**src/rtl/icap_pkg.sv**
```systemverilog
package icap_pkg;

   typedef enum logic [3:0] {
      MD_OFF    = 4'b0000,
      MD_RISE   = 4'b0001,
      MD_FALL   = 4'b0010,
      MD_BOTH   = 4'b0011,
      MD_RISE_N = 4'b0100,
      MD_PERIOD = 4'b0101,
      MD_PW_HI  = 4'b0110,
      MD_PW_LO  = 4'b0111,
      MD_STATE  = 4'b1000,
      MD_TRIG_R = 4'b1110,
      MD_TRIG_F = 4'b1111
   } icap_mode_e;

   // actions produced by one recognised event
   typedef struct packed {
      logic cap;   // latch counter into buffer
      logic clr;   // clear counter
      logic irq;   // pulse interrupt flag
      logic trig;  // pulse trigger output
      logic run;   // latch counter running
   } icap_act_t;

endpackage

```
**src/rtl/icap_sync.sv**
```systemverilog
module icap_sync #(
   parameter int STAGES = 2
) (
   input  logic clk,
   input  logic rst_n,
   input  logic pin,
   output logic rise,
   output logic fall
);

   logic [STAGES-1:0] sh;
   logic              lvl_d;

   for (genvar i = 0; i < STAGES; i++) begin : g_stage
      if (i == 0) begin : g_first
         always_ff @(posedge clk or negedge rst_n) begin
            if (!rst_n) sh[0] <= 1'b0;
            else        sh[0] <= pin;
         end
      end else begin : g_next
         always_ff @(posedge clk or negedge rst_n) begin
            if (!rst_n) sh[i] <= 1'b0;
            else        sh[i] <= sh[i-1];
         end
      end
   end

   always_ff @(posedge clk or negedge rst_n) begin
      if (!rst_n) lvl_d <= 1'b0;
      else        lvl_d <= sh[STAGES-1];
   end

   assign rise =  sh[STAGES-1] & ~lvl_d;
   assign fall = ~sh[STAGES-1] &  lvl_d;

endmodule

```
**src/rtl/icap_decode.sv**
```systemverilog
module icap_decode
   import icap_pkg::*;
#(
   parameter int DIV = 4
) (
   input  logic      clk,
   input  logic      rst_n,
   input  logic [3:0] mode,
   input  logic      clr_on_cap,
   input  logic      trig_rst_en,
   input  logic      rise,
   input  logic      fall,
   output icap_act_t act
);

   localparam int DW = (DIV > 1) ? $clog2(DIV) : 1;
   localparam logic [DW-1:0] LAST = DW'(DIV - 1);

   icap_mode_e md;
   logic [DW-1:0] div_cnt;
   logic          div_hit;

   assign md      = icap_mode_e'(mode);
   assign div_hit = rise && (div_cnt == LAST);

   // edge counter for the divided rising-edge mode; idle in every other mode
   always_ff @(posedge clk or negedge rst_n) begin
      if (!rst_n)                div_cnt <= '0;
      else if (md != MD_RISE_N)  div_cnt <= '0;
      else if (rise)             div_cnt <= div_hit ? '0 : div_cnt + 1'b1;
   end

   always_comb begin
      act = '0;
      case (md)
         MD_RISE, MD_PERIOD: begin
            act.cap = rise;
            act.irq = rise;
            act.clr = rise & clr_on_cap;
         end
         MD_FALL: begin
            act.cap = fall;
            act.irq = fall;
            act.clr = fall & clr_on_cap;
         end
         MD_BOTH, MD_STATE: begin
            act.cap = rise | fall;
            act.irq = rise | fall;
            act.clr = (rise | fall) & clr_on_cap;
         end
         MD_RISE_N: begin
            act.cap = div_hit;
            act.irq = div_hit;
            act.clr = div_hit & clr_on_cap;
         end
         MD_PW_HI: begin
            act.clr = rise;
            act.cap = fall;
            act.irq = fall;
         end
         MD_PW_LO: begin
            act.clr = fall;
            act.cap = rise;
            act.irq = rise;
         end
         MD_TRIG_R: begin
            act.cap  = rise;
            act.trig = rise;
            act.clr  = rise & (clr_on_cap | trig_rst_en);
            act.run  = rise & trig_rst_en;
         end
         MD_TRIG_F: begin
            act.cap  = fall;
            act.trig = fall;
            act.clr  = fall & (clr_on_cap | trig_rst_en);
            act.run  = fall & trig_rst_en;
         end
         default: act = '0;
      endcase
   end

endmodule

```
**src/rtl/icap_timebase.sv**
```systemverilog
module icap_timebase #(
   parameter int TW = 16
) (
   input  logic          clk,
   input  logic          rst_n,
   input  logic          en,
   input  logic          clr,
   input  logic          run_set,
   output logic [TW-1:0] cnt,
   output logic          running
);

   logic run_q;

   always_ff @(posedge clk or negedge rst_n) begin
      if (!rst_n)       run_q <= 1'b0;
      else if (run_set) run_q <= 1'b1;
   end

   assign running = en | run_q;

   always_ff @(posedge clk or negedge rst_n) begin
      if (!rst_n)       cnt <= '0;
      else if (clr)     cnt <= '0;
      else if (running) cnt <= cnt + 1'b1;
   end

endmodule

```
**src/rtl/icap_unit.sv**
```systemverilog
module icap_unit
   import icap_pkg::*;
#(
   parameter int TW          = 16,
   parameter int SYNC_STAGES = 2,
   parameter int DIV         = 4
) (
   input  logic          clk,
   input  logic          rst_n,
   input  logic          tmr_en,
   input  logic [3:0]    mode,
   input  logic          clr_on_cap,
   input  logic          trig_rst_en,
   input  logic          cap_pin,
   output logic [TW-1:0] cap_buf,
   output logic [TW-1:0] tmr_val,
   output logic          irq_flag,
   output logic          evt_trig
);

   if (TW < 4) begin : g_bad_tw
      $error("icap_unit: TW must be at least 4");
   end
   if (SYNC_STAGES < 2) begin : g_bad_sync
      $error("icap_unit: SYNC_STAGES must be at least 2");
   end
   if (DIV < 2 || (DIV & (DIV - 1)) != 0) begin : g_bad_div
      $error("icap_unit: DIV must be a power of two, 2 or more");
   end

   logic      rise, fall;
   logic      running;
   icap_act_t act;

   icap_sync #(.STAGES(SYNC_STAGES)) u_sync (
      .clk  (clk),
      .rst_n(rst_n),
      .pin  (cap_pin),
      .rise (rise),
      .fall (fall)
   );

   icap_decode #(.DIV(DIV)) u_dec (
      .clk        (clk),
      .rst_n      (rst_n),
      .mode       (mode),
      .clr_on_cap (clr_on_cap),
      .trig_rst_en(trig_rst_en),
      .rise       (rise),
      .fall       (fall),
      .act        (act)
   );

   icap_timebase #(.TW(TW)) u_tb (
      .clk    (clk),
      .rst_n  (rst_n),
      .en     (tmr_en),
      .clr    (act.clr),
      .run_set(act.run),
      .cnt    (tmr_val),
      .running(running)
   );

   always_ff @(posedge clk or negedge rst_n) begin
      if (!rst_n) begin
         cap_buf  <= '0;
         irq_flag <= 1'b0;
         evt_trig <= 1'b0;
      end else begin
         if (act.cap) cap_buf <= tmr_val;
         irq_flag <= act.irq;
         evt_trig <= act.trig;
      end
   end

endmodule

```
**config.mk**
```make
export PLATFORM = sky130hd
export DESIGN_NAME = icap_unit
export DESIGN_NICKNAME = d
export VERILOG_FILES = /design/src/rtl/icap_pkg.sv /design/src/rtl/icap_sync.sv /design/src/rtl/icap_decode.sv /design/src/rtl/icap_timebase.sv /design/src/rtl/icap_unit.sv
export SDC_FILE = /design/constraint.sdc
export NUM_CORES = 1
export LEC_CHECK = 0
export CAP_MARGIN = 10
export CORE_UTILIZATION = 30
export CTS_CLUSTER_DIAMETER = 100
export CTS_CLUSTER_SIZE = 12
export DETAILED_ROUTE_END_ITERATION = 16
export DONT_BUFFER_PORTS = 1
export SLEW_MARGIN = 20
export SYNTH_ARGS = -nofsm -noshare
export SYNTH_HDL_FRONTEND = slang
export SYNTH_SLANG_ARGS = --single-unit
```
**constraint.sdc**
```tcl
create_clock -name clk -period 2.7 [get_ports clk]
set_input_delay 0.27 -clock clk [delete_from_list [all_inputs] [get_ports clk]]
set_output_delay 0.27 -clock clk [all_outputs]
set_load 0.02 [all_outputs]
```
# Word-level counts from Yosys, hierarchy flattened
# Index checks and enable logic that the tools add are counted.
[op_classes] mux=8 n_reduce_logical=7 eq_ne=12 add_sub_neg=2 n_bitwise=15
[op_table] op="16-bit 2-to-1 mux" count=2
[op_table] op="16-bit by 1-bit adder with 16-bit output, second input constant" count=1
[op_table] op="4-bit by 3-bit equality test with 1-bit output, second input constant" count=4
[op_table] op="2-bit case mux with 8 select lines" count=1
[op_table] op="4-bit equality test, second input constant" count=3
[op_table] op="1-bit bitwise AND" count=10
[op_table] op="4-bit by 2-bit equality test with 1-bit output, second input constant" count=2
[op_table] op="2-bit 2-to-1 mux" count=3
[op_table] op="2-bit OR reduction" count=3
[op_table] op="4-bit by 1-bit equality test with 1-bit output, second input constant" count=1
[op_table] op="4-bit by 3-bit != test with 1-bit output, second input constant" count=1
[op_table] op="1-bit case mux with 4 select lines" count=1
[op_table] op="2-bit case mux with 2 select lines" count=1
[op_table] op="2-bit nonzero test" count=2
[op_table] op="1-bit bitwise OR" count=3
[op_table] op="3-bit OR reduction" count=1
[op_table] op="2-bit by 1-bit adder with 2-bit output, second input constant" count=1
[op_table] op="2-bit equality test, second input constant" count=1
[op_table] op="1-bit NOT" count=2
[op_table] op="1-bit logical AND" count=1
[word_totals] out_inout_bits=34 regBits=40

# Longest topological paths before layout
# Gate-level depths: netlist (run 1).
[depth] ltp_word=6 mapped_depth=8 depth_no_buf=6

# By module
# Synthesis (run 1) repeated with hierarchy kept, for this count alone.
[hier_totals] hier_cells=171 area_unflattened_um2=1968.1
[by_module_without_submodules] module="icap_timebase" cells_per_inst=84 area_each_um2=832.0 n_inst=1 seq_area_each_um2=425.4
[by_module_without_submodules] module="icap_unit" cells_per_inst=36 area_each_um2=699.4 n_inst=1 seq_area_each_um2=450.4
[by_module_without_submodules] module="icap_decode" cells_per_inst=46 area_each_um2=346.6 n_inst=1 seq_area_each_um2=50.0
[by_module_without_submodules] module="icap_sync" cells_per_inst=5 area_each_um2=90.1 n_inst=1 seq_area_each_um2=75.1

# Worst setup path after synthesis (run 1)
# Ideal clock, no wire load.
[synth_path] path_kind="register -> register" from="register u_sync.lvl_d" to="register cap_buf[10]" setup_ps=125 path_stages_with_launch=9 slack_ps=798 synth_period_minus_slack_ps=1902 arrival_ps=1777 path_buffers=2 cell_sequence="dfrtp_1 > inv_1 > ha_1 > buf_2 > and4b_1 > a211oi_2 > o2111ai_4 > buf_6 > mux2_4"
[synth_between] elab_chain_len=4 elab_cells_between_ends=6
[synth_lines] element="start, declared" line_no="icap_sync.sv:12" text="logic lvl_d;"
[synth_lines] element="start signal, assigned" line_no="icap_sync.sv:30" text="else lvl_d <= sh[STAGES-1];"
[synth_lines] element="1-bit NOT" line_no="icap_sync.sv:33" text="assign rise = sh[STAGES-1] & ~lvl_d;"
[synth_lines] element="1-bit bitwise AND" line_no="icap_sync.sv:33"
[synth_lines] element="1-bit bitwise OR or 1-bit logical AND (tied branches)" line_no="icap_decode.sv:47, icap_decode.sv:24"
[synth_lines] element="2-bit case mux with 8 select lines *" line_no="icap_decode.sv:35" text="case (md)"
[synth_lines] element="end signal, assigned" line_no="icap_unit.sv:70" text="if (act.cap) cap_buf <= tmr_val;"
[synth_lines] element="end, declared" line_no="icap_unit.sv:15" text="output logic [TW-1:0] cap_buf,"
# Mark *: on every way between the ends. The rest lies on a longest branch, timed or not.
# A chain may end at the register's enable or synchronous reset.

# Final worst setup path (run 1)
[layout_path] from="register u_sync.lvl_d" to="register cap_buf[0]"
# Same word-level chain as after synthesis.

==> impl_results.md, run 1 <==
* Final HPWL DP at approximately 2700 um
* Area grow syn2layout at 10.18%
* Num CTS Buffers at 5
* Initial antenna violation count at 0
* Post-synth cell types at 42
* Mapped Nets at 181
* Post-CTS setup buffers at 0
* RePlAce Congestion at slightly below 0.8
* Max layer used: met4
* Status: finished with violations
* WL/cell at roughly 16 um
* Nets at between 150 and 200
* Synth area leaders: dfrtp_1, mux2_4, nor3_1
* Crit end category: flop
* Number of I/O port buffers at 0
* Fmax at 501.4 MHz
* Post-Synthesis Cells at between 150 and 200
* Clock Sinks at 40
* Largest net degree at the start of global routing at 41
* Met3 WL post-DR at ~250 um
* Synthesis Warnings at 0
* Worst vdd ir at approximately 0.00054 V
* Max_cap viols at 0
* Design Power at 1.501 mW
* PD cells at approximately 670 nW/um2
* First-pass GRT wire length at roughly 6500 um
* Final Slew Violations at 0
* Failing checks: design-rule violations
* Slew headroom at approximately 64%
* Initial Utilization at 31.58%
* Crit path required time at around 2900 ps
* DRC viols at 4
* H-tree depth at 2
* Setup tns final at 0 ps
* Syn Area/Cell at 12.14 um2
* Initial DRC Count at 44
* Rows at 29
* Clock Path Buffers at 2
* Unrepaired setup endpoints after global routing: false
* Clk_skew at 9.189 ps
* Final min period at approximately 2000 ps
* Hold Crit Class: input port to flop
* Total GRT Usage at between 10% and 20%
* Vias at 1291
* Clock Latency Late Sink at 290 ps
* Top Ports at between 40 and 50
* Cell taking the most area after synthesis: dfrtp_1
* Ant diodes at 0
* Die area at 7094 um2
* CP Max Fanout at 16
* Worst-Margin Slew at around 540 ps
* Synth top area share at roughly half
* Vert. Die Dim at about 84 um
* Sequential element share of the synthesized area at roughly half
* Clock-pin slew on the worst setup and hold paths at roughly 70 ps
* WS Path Type: flop to flop
* CTS tree: yes
* Root buf cell: clkbuf_8
* Vias in the first global route at between 1000 and 1500
* Final hold vios at 0
* Remaining Overflow, GRT at 0
* Leakage at 0.9721 nW
* Routed WL at between 3000 and 4000 um
* Drt pass-1 iters at 10
* M1 WL at 1807 um
* Width of the die at about 84 um
* Critical Path Start Type: flop
* Share of cells above drive strength 1 at between 20% and 30%
* Final ANT Viol Nets at 0
* Critical Path AT at roughly 2200 ps
* #FFs+latches synth at 40
* Total core area at between 6000 and 7000 um2
* Final setup fails at 0
* Period utilization at approximately three quarters
* Met2 WL at between 1500 and 2000 um
* Cell Area, Synth at between 2000 and 2500 um2
* Via/cell ratio at approximately 5.2
critical path, stage by stage, from the launching register on:
cell and delay [ps]:
dfrtp_1 380, inv_1 60, ha_1 290, and4b_1 250, a211oi_2 50, o2111ai_4 180
buf_4 310, mux2_2 360
synth_stat cells (all sizes together):
cell / number
mux2i: 3
a211oi: 2
and2: 1
nor3: 20
o2111a: 1
mux2: 16
nor4: 3
xor2: 3
nor2: 9
buf: 8
o211ai: 2
nor3b: 2
nand2: 4
nor4b: 1
o2111ai: 5
dfrtp: 40
nand3: 5
or3: 2
and3: 2
o21ai: 3
and4b: 2
a21boi: 1
nand4: 3
ha: 4
xnor2: 11
nor2b: 2
a21o: 1
inv: 7
a31o: 1
and4: 1
and3b: 1
nand2b: 1
logic make-up (layout without fill, tap and decap cells):
group / Yosys count / after routing / synth area share, %
fa+ha+maj: 4 / 4 / 2.468
buf+inv: 15 / 21 / 4.256
xor+xnor: 14 / 14 / 6.046
mux: 19 / 19 / 12.21
simple gates: 59 / 59 / 17.15
compound gates: 16 / 16 / 8.513
flops: 40 / 40 / 49.35
power by group:
group	switching, mW	internal, mW	leakage [nW]
Combinational	0.0900	0.0947	0.380
Clock	0.202	0.274	0.0552
Sequential	0.170	0.671	0.537
Total	0.462	1.04	0.972
final cells by class:
type                            instances  area, um2
Multi-Input combinational cell        112      940.9
Timing Repair Buffer                    6      62.56
Clock buffer                            6      72.57
Clock inverter                          2      35.03
Fill cell                             629       4188
Sequential cell                        40       1001
Tap cell                               77      96.34
Inverter                                7      26.28
sequential cells by signal, summed over array words and instances, names as in the netlist:
| signal | flops |
|---|---|
| u_dec.div_cnt | 2 |
| evt_trig | 1 |
| irq_flag | 1 |
| u_sync.lvl_d | 1 |
| u_sync.sh | 2 |
| u_tb.cnt | 16 |
| cap_buf | 16 |
| u_tb.run_q | 1 |
placed cells by master (no fill, tap or decap), drive strengths merged, types with 4 or more instances in the layout:
cell	n
buf	4
clkbuf	6
dfrtp	40
ha	4
inv	7
mux2	16
nand2	4
nand3	5
nor2	9
nor3	20
o2111ai	5
xnor2	11
worst paths after layout:
check                                   from           end  slack, ps  cells past startpoint
worst min-delay path             trig_rst_en    u_tb.run_q         90                      1
min in group asynchronous              rst_n   u_tb.cnt[6]        450                      2
worst max-delay path            u_sync.lvl_d    cap_buf[0]        710                      7
max in group asynchronous              rst_n  u_tb.cnt[12]       2060                      2
worst max register to register  u_sync.lvl_d    cap_buf[0]        710                      7
worst min register to register  u_sync.sh[0]  u_sync.sh[1]        350                      0
routing by layer:
layer / global-route usage (%) / vias to the layer above
li1: - / 608
met1: 15.27 / 637
met2: 18.26 / 38
met3: 4.425 / 8
met4: 4.702 / 0
met5: 0 / -
per-stage QoR:
step	instances	util (%)	setup WS, ps	hold slack (ps)	instance area (um2)
after global routing	250	34.79	574.9	80.08	2235
after detailed placement	239	32.50	680.3	-24.49	2087
after floorplan	167	-	798.3	-25.59	2028
after CTS	250	34.79	678.8	87.10	2235
final	250	34.79	705.7	94.23	2235
after global placement	239	32.50	723.6	-24.51	2087
timing repair:
action,CTS,global route
hold endpoints to repair,41,0
hold buffers,3,0
resized for setup,0,0
Power figures use the tool's default switching activity.
==> inputs of run 2 (changes only) <==
- clock period: 2.7 -> 1.7 ns (I/O delays scaled with it)
==> impl_results.md, run 2 (synthesized netlist as in run 1, its figures left out) <==
* Clock Latency Late Sink at 290 ps (about the same)
* Leakage at 1.173 nW (+21%)
* Critical Path AT at 1970 ps (-200 ps)
* Worst vdd ir at 0.0007766 V (+44%)
* Crit path required time at 1880 ps (-1000 ps)
* CP Max Fanout at 10 (-6)
* Crit path buf inv count at 2 (unchanged)
* WS Path Type: flop to flop
* Via/cell ratio at 5.072 (-1.8%)
* Finished Core Util at 42.51% (+7.7 points)
* Rows at 29 (unchanged)
* Clock Path Buffers at 2 (unchanged)
* Final Slew Violations at 0 (unchanged)
* Slew headroom at 64.70% (+0.69 points)
* Final min period at 1792 ps (-202.8 ps)
* Initial Utilization at 31.58% (unchanged)
* Cell family with most CP delay: flip-flops
* Clk_skew at 2.804 ps (-6.385 ps)
* Finished layout cell area at 2730 um2 (+22%)
* Number of I/O port buffers at 0 (unchanged)
* Crit path largest cell delay at 400 ps (+20 ps)
* WL/cell at 16.08 um (+3.5%)
* Dpl cells at 263 (+10%)
* Design Power at 2.611 mW (+74%)
* Post-place setup slack at -121.4 ps (-801.6 ps)
* Critical-path cell list: inv_1 -> ha_2 -> and4_4 -> a211oi_4 -> o2111ai_4 -> buf_12 -> mux2_4
* Clock Sinks at 40 (unchanged)
* Vert. Die Dim at 84.23 um (unchanged)
* Finished Layout Cells at 279 (+12%)
* Area grow syn2layout at 34.61%
* RePlAce Congestion at 0.7310 (-5.2%)
* Final setup fails at 29 (+29)
* Top Ports at 44 (unchanged)
* Failing checks: design-rule violations, negative setup slack
* Vias at 1415 (+9.6%)
* PD cells at 956.3 nW/um2 (+42%)
* Placed Area at 2298 um2 (+10%)
* Fill count at 583 (-7.3%)
* CTS tree: yes
* Remaining Overflow, GRT at 0 (unchanged)
* Final hold vios at 0 (unchanged)
* Final ANT Viol Nets at 0 (unchanged)
* Fmax at 558.2 MHz (+11%)
* Largest net degree at the start of global routing at 41 (unchanged)
* Setup tns final at -1690 ps (-1690 ps)
* Critical Path Start Type: flop
* Routed WL at 4487 um (+16%)
* Share of cells above drive strength 1 at 45.54% (+23 points)
* Setup WS post-layout at -91.53 ps (-797.2 ps)
* Die area at 7094 um2 (unchanged)
* Worst-Margin Slew at 527.2 ps (-10.34 ps)
* Initial antenna violation count at 0 (unchanged)
* Commonest non-fill, non-tap cell in the layout: dfrtp_1
* Crit end category: flop
* Status: finished with violations
* Drt pass-1 iters at 10 (unchanged)
* DRC viols at 8 (+4)
* Max_cap viols at 0 (unchanged)
* First-pass GRT wire length at 7320 um (+12%)
* CP max-delay cell: dfrtp_1
* Final HPWL DP at 2995 um (+12%)
* Clock-pin slew on the worst setup and hold paths at 70 ps (about the same)
* Nets at 215 (+16%)
* Period utilization at 105.4% (+32 points)
* Hold Crit Class: input port to flop
* Width of the die at 84.23 um (unchanged)
* Worst hold slack at 36.77 ps (-57.46 ps)
* Initial DRC Count at 57 (+30%)
* Num CTS Buffers at 5 (unchanged)
* Total GRT Usage at 12.99% (+1.1 points)
* Total core area at 6422 um2 (unchanged)
* Biggest regs: cap_buf: 16 flops, u_tb.cnt: 16 flops
* Ant diodes at 0 (unchanged)
* Root buf cell: clkbuf_8
* Most frequent cells in the layout: dfrtp_1, buf_4, xnor2_1, mux2_4, nor3_4
* Vias in the first global route at 1440 (+9.1%)
* H-tree depth at 2 (unchanged)
* Unrepaired setup endpoints after global routing: true
## run 2: cell types whose count changed in the layout (fill, tap and decap cells not counted), sizes merged
cell         change
clkbuf           +2
dlygate4sd3      +1
buf             +26
## run 2: worst paths after layout
| check | startpoint | to | slack [ps] | cells past startpoint |
|---|---|---|---|---|
| max | u_sync.sh[1] | cap_buf[9] | -90 | 7 |
| min | mode[2] | evt_trig | 40 | 1 |
| max reg2reg | u_sync.sh[1] | cap_buf[9] | -90 | 7 |
| min reg2reg | u_sync.sh[0] | u_sync.sh[1] | 350 | 0 |
| max in group asynchronous | rst_n | u_tb.cnt[3] | 1150 | 2 |
| min in group asynchronous | rst_n | u_tb.run_q | 340 | 2 |
## run 2: cell type report
type | count | area, um2 | area share, %
clock buffers | 6 | 72.57 | 2.658
clock inverters | 2 | 35.03 | 1.283
inverters | 7 | 26.28 | 0.9624
multi-input cells | 112 | 1129 | 41.34
flip-flops and latches | 40 | 1005 | 36.80
well taps | 77 | 96.34 | 3.529
repair buffers | 35 | 366.6 | 13.43
## run 2: repair_timing
item	in CTS	in global routing
hold buffers	4	0
gates resized for setup	8	33
cloned	0	2
setup buffers	1	1
endpoints found under the setup margin	32	32
pin swaps	0	9
endpoints found under the hold margin	42	0
## run 2: routing by layer
metal  vias to the layer above  GRT usage [%]  part of all wire (%)
li1                        669              -                     -
met1                       711          16.81                    46
met2                        32          21.24                    49
met3                         3          4.130                   5.1
met4                         0          2.978                  0.49
met5                         -              0                     0
## run 2: power by group
| part | switching, mW | total, mW | internal [mW] | leakage (nW) |
|---|---|---|---|---|
| clock network | 0.318 | 0.753 | 0.435 | 0.0552 |
| logic | 0.327 | 0.623 | 0.296 | 0.585 |
| registers | 0.163 | 1.23 | 1.07 | 0.533 |
